$ cat src/rtl/tod_pkg.sv
package tod_pkg;
  localparam int DIGIT_W    = 4;
  localparam int FIELD_W    = 2 * DIGIT_W;
  localparam int NUM_FIELDS = 3;
  localparam logic [DIGIT_W-1:0] DIGIT_MAX = 4'd9;

  typedef struct packed {
    logic [DIGIT_W-1:0] hi;
    logic [DIGIT_W-1:0] lo;
  } bcd_pair_t;

  // Last value of each field before it rolls over: 0 sec, 1 min, 2 hour
  function automatic bcd_pair_t wrap_of(input int idx);
    bcd_pair_t w;
    if (idx == NUM_FIELDS - 1) begin
      w.hi = 4'd2;
      w.lo = 4'd3;
    end else begin
      w.hi = 4'd5;
      w.lo = 4'd9;
    end
    return w;
  endfunction
endpackage

$ cat src/rtl/tod_adv_merge.sv
module tod_adv_merge (
  input  logic carry_i,
  input  logic key_i,
  output logic adv_o
);
  // Manual key and lower-field carry share one increment request
  assign adv_o = carry_i | key_i;
endmodule

$ cat src/rtl/tod_bcd_field.sv
module tod_bcd_field
  import tod_pkg::*;
#(
  parameter bcd_pair_t WRAP = '{hi: 4'd5, lo: 4'd9}
) (
  input  logic      clk,
  input  logic      rst_n,
  input  logic      advance_i,
  output bcd_pair_t value_o,
  output logic      carry_o
);
  bcd_pair_t val_q, val_d;
  logic      carry_q, carry_d;
  logic      at_wrap;

  assign at_wrap = (val_q == WRAP);

  always_comb begin
    val_d   = val_q;
    carry_d = 1'b0;
    if (advance_i) begin
      if (at_wrap) begin
        val_d   = '0;
        carry_d = 1'b1;
      end else if (val_q.lo == DIGIT_MAX) begin
        val_d.hi = val_q.hi + 4'd1;
        val_d.lo = '0;
      end else begin
        val_d.lo = val_q.lo + 4'd1;
      end
    end
  end

  always_ff @(posedge clk or negedge rst_n) begin
    if (!rst_n) begin
      val_q   <= '0;
      carry_q <= 1'b0;
    end else begin
      val_q   <= val_d;
      carry_q <= carry_d;
    end
  end

  assign value_o = val_q;
  assign carry_o = carry_q;
endmodule

$ cat src/rtl/tod_bcd_counter.sv
module tod_bcd_counter
  import tod_pkg::*;
(
  input  logic       clk,
  input  logic       rst_n,
  input  logic       sec_tick,
  input  logic       min_key,
  input  logic       hour_key,
  output logic [7:0] sec_bcd,
  output logic [7:0] min_bcd,
  output logic [7:0] hour_bcd,
  output logic       day_carry
);
  bcd_pair_t [NUM_FIELDS-1:0]  vals;
  logic      [NUM_FIELDS-1:0]  adv;
  logic      [NUM_FIELDS-1:0]  carry;
  logic      [NUM_FIELDS-2:0]  keys;

  assign keys = {hour_key, min_key};

  for (genvar i = 0; i < NUM_FIELDS; i++) begin : g_field
    localparam bcd_pair_t WRAP_I = wrap_of(i);
    if (i == 0) begin : g_base
      assign adv[i] = sec_tick;
    end else begin : g_chain
      tod_adv_merge u_merge (
        .carry_i (carry[i-1]),
        .key_i   (keys[i-1]),
        .adv_o   (adv[i])
      );
    end
    tod_bcd_field #(.WRAP(WRAP_I)) u_field (
      .clk       (clk),
      .rst_n     (rst_n),
      .advance_i (adv[i]),
      .value_o   (vals[i]),
      .carry_o   (carry[i])
    );
  end

  assign sec_bcd   = vals[0];
  assign min_bcd   = vals[1];
  assign hour_bcd  = vals[NUM_FIELDS-1];
  assign day_carry = carry[NUM_FIELDS-1];
endmodule

$ cat config.mk
export PLATFORM = sky130hd
export DESIGN_NAME = tod_bcd_counter
export DESIGN_NICKNAME = d
export VERILOG_FILES = /design/src/rtl/tod_pkg.sv /design/src/rtl/tod_adv_merge.sv /design/src/rtl/tod_bcd_field.sv /design/src/rtl/tod_bcd_counter.sv
export SDC_FILE = /design/constraint.sdc
export NUM_CORES = 1
export LEC_CHECK = 0
export BUFFER_PORTS_ARGS = -buffer_cell sky130_fd_sc_hd__buf_2
export CAP_MARGIN = 20
export CORE_MARGIN = 4
export CORE_UTILIZATION = 47
export CTS_CLUSTER_DIAMETER = 80
export DETAILED_ROUTE_END_ITERATION = 12
export PLACE_DENSITY = 0.75
export RECOVER_POWER = 50
export SLEW_MARGIN = 25
export SYNTH_ARGS = -nofsm -noshare
export SYNTH_HDL_FRONTEND = slang
export SYNTH_SLANG_ARGS = --single-unit
$ cat constraint.sdc
create_clock -name clk -period 2.08 [get_ports clk]
set_input_delay 0.416 -clock clk [delete_from_list [all_inputs] [get_ports clk]]
set_output_delay 0.416 -clock clk [all_outputs]
set_load 0.01 [all_outputs]
==> impl_metrics.yaml, run 1 <==
final_layout:
  multi_input_area_um2: 718
  fin_nets: 190
  register_area_um2: 676
  n_antenna_cell: 0
  drive_gt1_share_pct: 22.1
  area_growth_pct: 12.6
  fin_util_pct: 57.5
  fillers: 261
  layout_common_cells: "dfrtp_1 (27), buf_2 (26), nand2_1 (13), o21ai_0 (12), ha_1 (12)"
  mostFrequentLayoutCell: "dfrtp_1"
detailed_routing:
  ant_nets: 0
  post_drt_wl_per_cell_um: 13.6
  dr.first_iter.drc_count: 24
  wl_um: 2770
  vias_per_cell: 5.62
  firstDrtPassIters: 4
  via_count: 1140
  drc: 0
floorplanning:
  pin_count: 30
  start_util_pct: 51.0
  dieArea_um2: 4050
  die_x_um: 63.6
  coreArea_um2: 2850
  die_y_um: 63.6
  num_rows: 19
sta:
  fmax_ghz: 0.590
  fin_crit_ns: 1.69
  final.setup.tns_ns: 0
  finalSetupViolations: 0
  slew_headroom_pct: 5.08
  grt_setup_unrepaired: "false"
  hold_violations: 0
  clock_skew_ns: 0.00497
  period_share_pct: 81.4
  maxSlewViolCount: 0
  worst_pin_slew_ns: 1.42
global_route:
  grt_pass1_vias: 1089
  track_usage_pct: 14.8
  antenna_found_initial: 0
  grt_pass1_wl_um: 4820
  grt-ovfl-total: 0
  grt_start_max_net_pins: 28
logic_synthesis:
  yosysSeqAreaShare_pct: 46.4
  syn_nets: 157
  netlist_area_um2: 1460
  synth_top_cell_by_area: "dfrtp_1"
  syn_area_per_cell_um2: 10.4
  synth-edff-count: 0
  syn_inst: 140
  ys_types: 38
  ys_warn_count: 0
  synth_top_area_share_pct: 46.4
  synthFlopType: "dfrtp_1"
  ys_ff_latch: 27
  netlist_top_cells_area: "dfrtp_1 (46%), ha_1 (10%), o21ai_0 (4.1%)"
  async_flop_share_pct: 100
critical_path:
  cp.arrival_ns: 1.97
  crit_chain: "inv_1 > ha_1 > nand4b_1 > or4_1 > nand2_1"
  crit_family: "simple AND/OR/NAND/NOR gates"
  critical-path-max-stage-delay_ns: 0.55
  slowest_stage: "or4_1"
  crit_type: "reg2reg"
  crit_required_ns: 2.35
  reg2regPathDepth: 5
  end_kind: "register"
  worst-path-max-fanout: 9
  cp.depth: 5
  cp-start-kind: "register"
  crit_buf_inv: 1
clock_network:
  htreeDepth: 1
  ctsResizeCount: 0
  cts_tree: "built"
  cts_buffers: 3
  root_buffer: "clkbuf_4"
  hold_buffers: 0
  clkSlewWorstSetupHoldPaths_ns: 0.14
  cts_setup_buffers: 0
  clockBufferDepth: 2
  cts_sinks: 27
  clock_latency_ns: 0.32
placement:
  globalplace.congestion: 0.781
  portBuffers: 29
  post-dp-hpwl_um: 2040
power:
  p_per_area_nw_per_um2: 1250
  p_leak_nw: 0.838
  ir_worst_vdd_uv: 530
run:
  drv_cap: 0
status:
  status: "finished, final reports clean"
hold_path:
  holdCritPathClass: "in2reg"
  min_path_cells: 2
[metrics by stage]
stage	setup slack [ns]	power, W	cell area (um^2)	cells	hold WS [ns]
floorplan	0.611	0.00151	1460	140	0.120
global placement	0.577	0.00181	1630	199	0.460
detailed placement	0.477	0.00187	1630	199	0.460
CTS	0.449	0.00210	1660	203	0.0881
global route	0.217	0.00226	1640	203	0.363
finish	0.386	0.00205	1640	203	0.368
[path summary, 6_finish.rpt]
kind / start / to / slack [ns]
hold reg to reg: g_field[2].u_field.value_o[7] / g_field[2].u_field.value_o[7] / 0.49
setup reg to reg: g_field[0].u_field.value_o[1] / g_field[0].u_field.value_o[7] / 0.39
hold / removal: sec_tick / g_field[0].u_field.value_o[1] / 0.37
min in group asynchronous: rst_n / g_field[1].u_field.value_o[3] / 0.40
setup / recovery: g_field[0].u_field.value_o[1] / g_field[0].u_field.value_o[7] / 0.39
max in group asynchronous: rst_n / g_field[1].u_field.value_o[5] / 0.86
[worst reg2reg max path: stages (launching register included)]
cell      delay (ns)
dfrtp_1         0.46
inv_1           0.09
ha_1            0.18
nand4b_1        0.29
or4_1           0.55
nand2_1         0.07
[synth_stat cells (all sizes together), types with 3 or more instances]
| library cell | number |
|---|---|
| dfrtp | 27 |
| nand2 | 13 |
| ha | 12 |
| o21ai | 12 |
| inv | 8 |
| nand3 | 7 |
| nor2 | 7 |
| a21o | 4 |
| nor3 | 4 |
| o31ai | 4 |
| and3b | 3 |
| nor2b | 3 |
| o211ai | 3 |
[cells by family (layout without fill, tap and decap cells)]
group	count (synthesis)	after routing	synth area share, %
AO/OA/AOI/OAI	34	34	15.9
XOR/XNOR	2	2	1.20
adder cells (fa/ha/maj)	12	12	10.3
buffers and inverters	10	42	3.18
flip-flops	27	27	46.4
multiplexers	2	2	1.55
AND/OR/NAND/NOR	53	53	21.4
[routing by layer]
layer | routed length (um) | track usage, % | share of wire (%)
met1 | 1230 | 16.9 | 44
met2 | 1400 | 26.6 | 50
met3 | 116 | 3.02 | 4.2
met4 | 21 | 6.47 | 0.76
met5 | 0 | 0 | 0
[area by class of cell]
| class | count | share of cell area [%] |
|---|---|---|
| well taps | 31 | 2.37 |
| repair buffers | 30 | 9.08 |
| flip-flops and latches | 27 | 41.2 |
| inverters | 8 | 1.83 |
| multi-input cells | 103 | 43.8 |
| clock inverters | 1 | 0.305 |
| clock buffers | 3 | 1.37 |
[power by group]
group          internal, W  switching (W)  total, W
registers         0.000711       0.000268  0.000980
logic             0.000412       0.000434  0.000847
clock network    0.0000720       0.000152  0.000224
total              0.00120       0.000854   0.00205
[state kept, by name (all words and copies together), names as in the netlist]
register                 cells
g_field.u_field.carry_o      3
g_field.u_field.value_o     24
Note: power is estimated with default switching activity, not from simulation.
==> inputs of run 2 (changes only) <==
--- a/config.mk
+++ b/config.mk
@@ -5,6 +5,7 @@
 export SDC_FILE = /design/constraint.sdc
 export NUM_CORES = 1
 export LEC_CHECK = 0
+export ABC_AREA = 1
 export BUFFER_PORTS_ARGS = -buffer_cell sky130_fd_sc_hd__buf_2
 export CAP_MARGIN = 20
 export CORE_MARGIN = 4
==> constraint.sdc (replaced) <==
create_clock -name clk -period 1.75 [get_ports clk]
set_input_delay 0.35 -clock clk [delete_from_list [all_inputs] [get_ports clk]]
set_output_delay 0.35 -clock clk [all_outputs]
set_load 0.01 [all_outputs]
==> run 2 against run 1 <==
- cell count up 28%
- largest cell class unchanged
- highest routed layer unchanged
- core utilization down 1.5 points
- first-iteration DRC count rose to 3.3 times the previous value
- via count up 11%
- largest power group unchanged
- setup slack worse by 0.036 ns
- critical path depth up 2
- maximum frequency up 21%
- wire length up 4.3%
- register-to-register slack worse by 0.04 ns
- critical path type unchanged
- sequential cell count unchanged
- synthesized area up 7.1%
==> impl_metrics.yaml, run 2 <==
status:
  status: "finished, final reports clean"
logic_synthesis:
  ys_warn_count: 0
  async_flop_share_pct: 100
  synth.most_common_cell: "nand2_1"
  syn_inst: 184
  synth-edff-count: 0
  ys_types: 22
  synth_top_area_share_pct: 43.3
  netlist_top_cells_area: "dfrtp_1 (43%), nand2_1 (10%), ha_1 (9.6%)"
  yosysSeqAreaShare_pct: 43.3
  synth_common_cells: "nand2_1 (42), inv_1 (33), dfrtp_1 (27)"
  ys_ff_latch: 27
  synthFlopType: "dfrtp_1"
  syn_area_per_cell_um2: 8.47
  synth_top_cell_by_area: "dfrtp_1"
  syn_nets: 201
  netlist_area_um2: 1560
sta:
  fin_crit_ns: 1.40
  clock_skew_ns: 0.00856
  period_share_pct: 80.0
  maxSlewViolCount: 0
  worst_pin_slew_ns: 1.42
  final.setup.tns_ns: 0
  fmax_ghz: 0.714
  finalSetupViolations: 0
  hold_violations: 0
  whs_ns: 0.291
  grt_setup_unrepaired: "false"
  slew_headroom_pct: 5.04
critical_path:
  reg2regPathDepth: 7
  cp.arrival_ns: 1.63
  worst_r2r_endpoint: "g_field[1].u_field.value_o[2]"
  reg2reg_from: "g_field[1].u_field.value_o[1]"
  crit_type: "reg2reg"
  crit_required_ns: 1.98
  end_kind: "register"
  regToRegSetupSlack_ns: 0.35
  worst-path-max-fanout: 6
  cp-start-kind: "register"
detailed_routing:
  ant_nets: 0
  vias_per_cell: 4.89
  wl_um: 2890
  firstDrtPassIters: 4
  drc: 0
  post_drt_wl_per_cell_um: 11.1
  dr.first_iter.drc_count: 79
  via_count: 1267
global_route:
  grt_pass1_vias: 1121
  grt_start_max_net_pins: 28
  antenna_found_initial: 0
  grt_pass1_wl_um: 5050
  grt-ovfl-total: 0
  track_usage_pct: 14.9
clock_network:
  root_buffer: "clkbuf_4"
  cts_setup_buffers: 0
  htreeDepth: 1
  cts_buffers: 3
  clock_latency_ns: 0.32
  cts_tree: "built"
  clkSlewWorstSetupHoldPaths_ns: 0.14
  ctsResizeCount: 0
  hold_buffers: 0
  cts_sinks: 27
  clockBufferDepth: 2
placement:
  portBuffers: 29
  post-dp-hpwl_um: 2170
  globalplace.congestion: 0.789
final_layout:
  mostFrequentLayoutCell: "nand2_1"
  fin_nets: 233
  largest_reg_flops: 24
  drive_gt1_share_pct: 15.8
  n_antenna_cell: 0
  fillers: 310
  layout_common_cells: "nand2_1 (42), inv_1 (33), dfrtp_1 (27), buf_2 (23), nor2_1 (13)"
  area_growth_pct: 11.4
power:
  ir_worst_vdd_uv: 763
  power.internal_w: 0.00142
  seqPwrFrac_pct: 45.8
  clkPwrFrac_pct: 10.5
  combPwrFrac_pct: 43.7
  p_leak_nw: 0.974
  p_sw_share_pct: 45.3
  p_per_area_nw_per_um2: 1490
  power.switching_w: 0.00117
hold_path:
  hp-start: "sec_tick"
  holdCritPathClass: "in2reg"
  holdPathEnd: "g_field[0].u_field.value_o[0]"
  min_path_cells: 2
floorplanning:
  die_x_um: 65.6
  pin_count: 30
  die_y_um: 65.6
  start_util_pct: 50.2
  coreArea_um2: 3100
  dieArea_um2: 4300
  num_rows: 20
run:
  drv_cap: 0
-- run 2: cell count changes after synthesis, sizes merged, moves of 6 or more --
cell | previous run | this run
inv | 8 | 33
nand3 | 7 | 13
nand2 | 13 | 44
nand4 | 0 | 11
nor2 | 7 | 17
-- run 2: through the flow --
| step | util (%) | instance area, um^2 | power [W] | cells | worst slack, ns |
|---|---|---|---|---|---|
| global placement | 56.1 | 1740 | 0.00235 | 255 | 0.461 |
| finish | 56.0 | 1740 | 0.00259 | 259 | 0.350 |
| CTS | 56.9 | 1770 | 0.00268 | 259 | 0.376 |
| floorplan | - | 1560 | 0.00196 | 184 | 0.520 |
| global route | 56.0 | 1740 | 0.00287 | 259 | 0.203 |
| detailed placement | 56.1 | 1740 | 0.00240 | 255 | 0.450 |
-- run 2: power by group through the flow --
stage / logic, W / registers [W] / clock network (W)
floorplan: 0.000705 / 0.00125 / 0
global placement: 0.00115 / 0.00120 / 0
detailed placement: 0.00120 / 0.00120 / 0
CTS: 0.00120 / 0.00119 / 0.000290
global route: 0.00131 / 0.00125 / 0.000308
finish: 0.00113 / 0.00119 / 0.000274
-- run 2: how the worst max path moves through the flow --
stage,from,endpoint,slack [ns],cells past startpoint
floorplan,g_field[1].u_field.value_o[1],g_field[1].u_field.value_o[3],0.52,7
global placement,g_field[1].u_field.value_o[1],g_field[1].u_field.value_o[3],0.46,7
detailed placement,g_field[1].u_field.value_o[1],g_field[1].u_field.value_o[3],0.45,7
CTS,g_field[2].u_field.value_o[2],hour_bcd[2],0.38,1
global route,g_field[1].u_field.value_o[1],g_field[1].u_field.value_o[3],0.20,7
finish,g_field[1].u_field.value_o[1],g_field[1].u_field.value_o[2],0.35,7
-- run 2: final cells by class --
cell class	count	area (um^2)	area share (%)
multi-input cells	122	718	41.4
flip-flops and latches	27	676	38.9
repair buffers	29	138	7.93
inverters	33	124	7.13
well taps	44	55.1	3.17
clock buffers	4	26.3	1.51
-- run 2: kinds of logic after synthesis --
| logic type | after synthesis | synth area share [%] |
|---|---|---|
| compound gates | 18 | 6.02 |
| xor+xnor | 4 | 2.25 |
| fa+ha+maj | 12 | 9.63 |
| buf+inv | 35 | 9.15 |
| flops | 27 | 43.3 |
| simple gates | 88 | 29.6 |
-- run 2: critical path, stage by stage (launching register included) --
cell,delay [ns]
dfrtp_1,0.44
inv_1,0.09
ha_1,0.14
nand3_1,0.19
nor2_4,0.19
inv_1,0.12
o21ai_0,0.10
nor2_1,0.06
-- run 2: layer usage --
metal  track usage [%]  wire length, um  part of all wire (%)
met4              3.11               20                  0.69
met3              3.76              155                   5.4
met5                 0                0                     0
met1              19.1             1310                    45
met2              25.3             1400                    49
